<file path="src/rtl/err_event_counter.sv">
module err_event_counter #(
  parameter int CNT_W = 16,
  parameter logic [1:0] SEL_ON = 2'b01
) (
  input  logic             clk,
  input  logic             rst_n,
  input  logic             err_pulse,
  input  logic             sec_tick,
  input  logic [1:0]       cnt_sel,
  input  logic             auto_mode,
  input  logic             xfer_req,
  input  logic             ovf_clr,
  input  logic             ovf_ie,
  output logic [7:0]       held_lo,
  output logic [CNT_W-9:0] held_hi,
  output logic             ovf_flag,
  output logic             irq
);
  localparam logic [CNT_W-1:0] MAXV = '1;

  logic [CNT_W-1:0] cnt_q, held_q;
  logic req_q, ovf_q;

  wire ev   = err_pulse && (cnt_sel == SEL_ON);
  wire xfer = auto_mode ? sec_tick : (xfer_req && !req_q);
  wire wrap = ev && !xfer && (cnt_q == MAXV);

  always_ff @(posedge clk or negedge rst_n) begin
    if (!rst_n) begin
      cnt_q  <= '0;
      held_q <= '0;
      req_q  <= 1'b0;
      ovf_q  <= 1'b0;
    end else begin
      req_q <= xfer_req;
      if (xfer) begin
        held_q <= cnt_q;
        cnt_q  <= ev ? CNT_W'(1) : '0;
      end else if (ev) begin
        cnt_q <= cnt_q + 1'b1;
      end
      if (wrap)         ovf_q <= 1'b1;
      else if (ovf_clr) ovf_q <= 1'b0;
    end
  end

  assign held_lo  = held_q[7:0];
  assign held_hi  = held_q[CNT_W-1:8];
  assign ovf_flag = ovf_q;
  assign irq      = ovf_q && ovf_ie;


  manual_copy_chk: assert property (@(posedge clk) disable iff (!rst_n)
    (!auto_mode && xfer_req && !req_q) |=> ({held_hi, held_lo} == $past(cnt_q)));

  no_retrigger_chk: assert property (@(posedge clk) disable iff (!rst_n)
    (!auto_mode && req_q) |=> $stable({held_hi, held_lo}));

  auto_copy_chk: assert property (@(posedge clk) disable iff (!rst_n)
    (auto_mode && sec_tick) |=> ({held_hi, held_lo} == $past(cnt_q)));

  hold_chk: assert property (@(posedge clk) disable iff (!rst_n)
    (auto_mode && !sec_tick) |=> $stable({held_hi, held_lo}));

  restart_chk: assert property (@(posedge clk) disable iff (!rst_n)
    (xfer && ev) |=> (cnt_q == CNT_W'(1)));

  ovf_sticky_chk: assert property (@(posedge clk) disable iff (!rst_n)
    (ovf_flag && !ovf_clr) |=> ovf_flag);

  ovf_set_chk: assert property (@(posedge clk) disable iff (!rst_n)
    $rose(ovf_flag) |-> (cnt_q == '0));

  irq_gate_chk: assert property (@(posedge clk) disable iff (!rst_n)
    !ovf_ie |-> !irq);
endmodule

</file>
<file path="config.mk">
export PLATFORM = sky130hd
export DESIGN_NAME = err_event_counter
export DESIGN_NICKNAME = d
export VERILOG_FILES = /design/src/rtl/err_event_counter.sv
export SDC_FILE = /design/constraint.sdc
export NUM_CORES = 1
export LEC_CHECK = 0
export ABC_AREA = 1
export BUFFER_PORTS_ARGS = -buffer_cell sky130_fd_sc_hd__clkbuf_2
export CAP_MARGIN = 20
export CORE_AREA = 3 3 58 60
export CTS_BUF_LIST = sky130_fd_sc_hd__clkbuf_4
export DETAILED_ROUTE_END_ITERATION = 12
export DIE_AREA = 0 0 61 63
export GPL_TIMING_DRIVEN = 0
export HOLD_SLACK_MARGIN = 0.08
export PLACE_DENSITY_LB_ADDON = 0.15
export SLEW_MARGIN = 20
export SYNTH_ARGS = -nofsm -noshare
export SYNTH_HDL_FRONTEND = slang
export SYNTH_SLANG_ARGS = --single-unit
</file>
<file path="constraint.sdc">
create_clock -name clk -period 1.4 [get_ports clk]
set_clock_uncertainty 0.1 [all_clocks]
set_input_delay 0.28 -clock clk [delete_from_list [all_inputs] [get_ports clk]]
set_output_delay 0.28 -clock clk [all_outputs]
set_load 0.05 [all_outputs]
</file>
== Word-level counts from Yosys, hierarchy flattened ==
Cells that the tools add are included.
Widths: inputs -> output; s select.

* Add/sub/neg operators: 1
* Equal/unequal tests: 2
* Muxes and demuxes: 6
* Reductions and logical operators: 9

{| class="wikitable"
|+ Operators by type and width
! operator !! count
|-
| $mux 16 || 2
|-
| $add 16x1->16 const B || 1
|-
| $eq 16x16->1 const B || 1
|-
| $logic_and 1x1->1 || 5
|-
| $mux 1 || 4
|-
| $reduce_bool 2->1 || 2
|-
| $eq 2x1->1 const B || 1
|-
| $logic_not 1->1 || 2
|}

* Register bits: 34

== Logic depth before layout (Yosys ltp) ==
* Word-level depth: 7
* Mapped depth: 8

== Worst setup path before layout ==
Ideal clock, no wire load.

* Path kind: register to output
* Start: register ovf_q (netlist: ovf_flag)
* End: output irq
* Data arrival time: 1.039 ns
* Required time: 1.020 ns
* Slack: -0.019 ns
* Cell stages (with the launch flop): 3
* Buffers on the path: 0
* Path through: dfrtp_1 nand2_1 inv_1

* Word-level cells in the longest chain between the ends: 1

{| class="wikitable"
|+ RTL lines
! item !! RTL line !! RTL
|-
| start: declaration || 22 || <nowiki>logic req_q, ovf_q;</nowiki>
|-
| start signal: assignment || 33 || <nowiki>ovf_q <= 1'b0;</nowiki>
|-
| start signal: assignment || 42 || <nowiki>if (wrap) ovf_q <= 1'b1;</nowiki>
|-
| start signal: assignment || 43 || <nowiki>else if (ovf_clr) ovf_q <= 1'b0;</nowiki>
|-
| $logic_and 1x1->1 || 50 || <nowiki>assign irq = ovf_q && ovf_ie;</nowiki>
|-
| end: declaration || 17 || <nowiki>output logic irq</nowiki>
|}

Every way passes these cells.

== Worst setup path in the final report ==
Same ends and word-level chain as after synthesis.

==> summary.txt <==
Cells and area
  • Layout area overhead: 23.19%
  • Most frequent cells in the layout: nand2_1 (61), dfrtp_1 (32), inv_1 (27)
  • Fraction of layout cells with a size suffix above 1: between 20% and 30%
  • Diode count: 0
  • Design area: roughly 2000 µm²
  • Most common cell after layout, fill and taps aside: nand2_1
  • Final #Nets: 259
  • FILL cells: between 200 and 300

Pwr
  • Switching power share of the total: between 20% and 30%
  • Peak supply drop: between 0.0006 and 0.0007 V
  • Reg power frac: 58.8%
  • Lkg Pwr: approximately 1.0 nW
  • Clk pwr share: about a third
  • Pint: ~1.3 mW
  • Power per cell area: between 800 and 900 nW/µm²
  • Sw power: 0.4312 mW
  • Comb power frac: under 10%

CTS
  • Root Driver: clkbuf_4
  • Num Clock Sinks: 34
  • H-Tree Depth: 2
  • Clock Tree Buf Depth: 2
  • CTS tree: yes
  • Number of buffers created by CTS: 5
  • Clk_lat worst skew: around 0.34 ns
  • Clock slew seen by the registers of the worst setup and hold paths: 0.10 ns

Timing
  • Hold WS: between 0.15 and 0.2 ns
  • Peak Freq: ~0.73 GHz
  • Post-route setup slack: ~0.022 ns
  • Crit path time final: 1.378 ns
  • Worst Tran Pin Value: between 0.7 and 0.8 ns
  • Fin crit share: between 90% and 100%
  • Final setup violating endpoints: 0
  • Setup TNS: 0 ns
  • RSZ-0062 raised after global routing: true
  • Worst slew margin: approximately half
  • Final hold vios: 0
  • Slew Viols, Final: 0

Drt
  • Drt first pass iters: 4
  • DR vias: about 1400
  • Routed length per instance: roughly 12 µm
  • Antenna Nets Post-Route: 0
  • Via density: 4.932
  • Initial drt markers: 88
  • DRC: 0
  • Overall routed net length: between 3 and 4 mm

Run status
  • Outcome: complete, no violations

Worst setup path
  • Startpoint types: register
  • CP Max Fanout: 3
  • Worst setup path class: register to output port
  • CP Data Required Time: 1.02 ns
  • Crit. End Element: output port
  • Arrival time worst endpoint: 1.00 ns

Floorplanning
  • Die height: between 60 and 70 µm
  • Core Area: just under 3000 µm²
  • IO Count: 28
  • Initial core utilization: a little over half
  • DIE AREA: about 3800 µm²
  • Row count: 20
  • Die width: approximately 60 µm

Min path
  • Min-Delay Path Class: input port to register

Yosys
  • Mapped Area: ~1600 µm²
  • Mapped Cells: between 200 and 250
  • XOR/XNOR Fraction of Synth Area: less than 1%
  • Post-synthesis simple-gate area fraction: ~29%
  • Synth unique cells: 21
  • Synth warnings: 0
  • Leading area contributor after synthesis: dfrtp_1
  • Post-synth top area share: a little over half
  • Compound-Gate Fraction of Synth Area: around 8.6%
  • Largest family of logic cells by synthesized area: simple AND/OR/NAND/NOR gates
  • Post-Synth Adder-Cell Area: 0.7782%
  • Syn Area/Cell: a little under 8 µm²
  • Synth top area cells: dfrtp_1 (53%), nand2_1 (15%), inv_1 (6.8%), nor2_1 (5.4%), o21ai_0 (5.3%)
  • Post-synthesis mux area share: 0%
  • Sequential-to-total area share from yosys stat: 52.92%
  • #FFs+latches synth: 34
  • Syn Nets: ~220

Global routing
  • Grt total ovfl: 0
  • Pin count of the biggest net entering global routing: 35
  • Vias in the first global route: approximately 1300
  • First-pass GRT wire length: 5.616 mm
  • Global-route usage over all layers: 19.48%
  • Initial antenna violation count: 0

Place
  • Placer Congestion: 0.7870
  • Hpwl dp: 2.303 mm
  • # port buffers: 27
  • Dpl ws: -0.07426 ns
  • Placed cell area: between 1500 and 2000 µm²

Job
  • Max-cap check violation count: 0
## critical path, cell delays in order, from the launching register on
cell     delay (ns)
dfrtp_2        0.43
nand2_2        0.06
inv_2          0.04
buf_8          0.14
## routing by layer
metal	part of all wire [%]	up-vias	track usage [%]
met2	49	21	29.68
met3	3.5	5	4.339
met5	0	-	0
met1	47	641	25.99
met4	1.2	0	8.672
li1	-	719	-
## cells in the mapped netlist
master	number
nand2_2	2
dfrtp_1	34
nor3_1	1
nand4_1	3
nand2_1	66
o22ai_1	1
a211oi_1	1
buf_4	1
inv_1	29
inv_2	1
o21ai_0	17
a21oi_1	8
nor2_2	3
xor2_1	1
nand3_2	1
nor2_4	1
nand3_1	9
or2_0	1
buf_2	3
ha_1	1
nor2_1	23
## power groups by stage
stage	sequential, mW	combinational [mW]	clock [mW]
5_1_grt	1.00	0.170	0.602
3_3_place_gp	1.02	0.133	0
2_1_floorplan	1.04	0.0572	0
4_1_cts	1.00	0.152	0.554
6_report	1.00	0.151	0.548
3_5_place_dp	1.02	0.135	0
## per-stage QoR
stage               utilization (%)  power, mW  std cells
CTS                           64.29      1.707        280
global route                  66.51      1.774        281
floorplan                         -      1.096        207
detailed placement            59.96      1.155        267
finish                        66.51      1.699        281
global placement              59.96      1.153        267
## sequential cells by signal (all words and copies together) (netlist names)
signal / flops
held_q: 16
req_q: 1
ovf_flag: 1
cnt_q: 16
## cell families after synthesis
group	Yosys count
adder cells (fa/ha/maj)	1
flip-flops	34
AND/OR/NAND/NOR	110
AO/OA/AOI/OAI	27
buffers and inverters	34
XOR/XNOR	1
## layout make-up
type / instances / area (µm²) / share of cell area [%]
sequential: 34 / 853.3 / 43.08
multi-input combinational: 139 / 693.2 / 35.00
timing repair buffer: 34 / 205.2 / 10.36
inverter: 30 / 112.6 / 5.685
clock buffer: 7 / 52.55 / 2.653
tap: 33 / 41.29 / 2.085
buffer: 4 / 22.52 / 1.137
## what timing repair did
action | CTS | global route
buffers inserted | 3 | 1
setup endpoints to repair | 7 | 17
pin swaps | 3 | 6
hold buffers | 3 | 0
hold endpoints to repair | 36 | 0
gates resized for setup | 7 | 26
## final timing paths
| kind | cells past startpoint | start | slack, ns | to |
|---|---|---|---|---|
| worst max-delay path | 3 | ovf_flag$_DFFE_PN0P_ | 0.02 | irq |
| worst min-delay path | 4 | cnt_sel[1] | 0.15 | cnt_q[1]$_DFFE_PN0P_ |
| worst max register to register | 6 | cnt_q[1]$_DFFE_PN0P_ | 0.05 | cnt_q[8]$_DFFE_PN0P_ |
| worst min register to register | 2 | held_q[9]$_DFFE_PN0N_ | 0.39 | held_q[9]$_DFFE_PN0N_ |
| max in group asynchronous | 2 | rst_n | 0.25 | cnt_q[3]$_DFFE_PN0P_ |
| min in group asynchronous | 2 | rst_n | 0.44 | held_q[5]$_DFFE_PN0N_ |
Power figures use the tool's default switching activity.
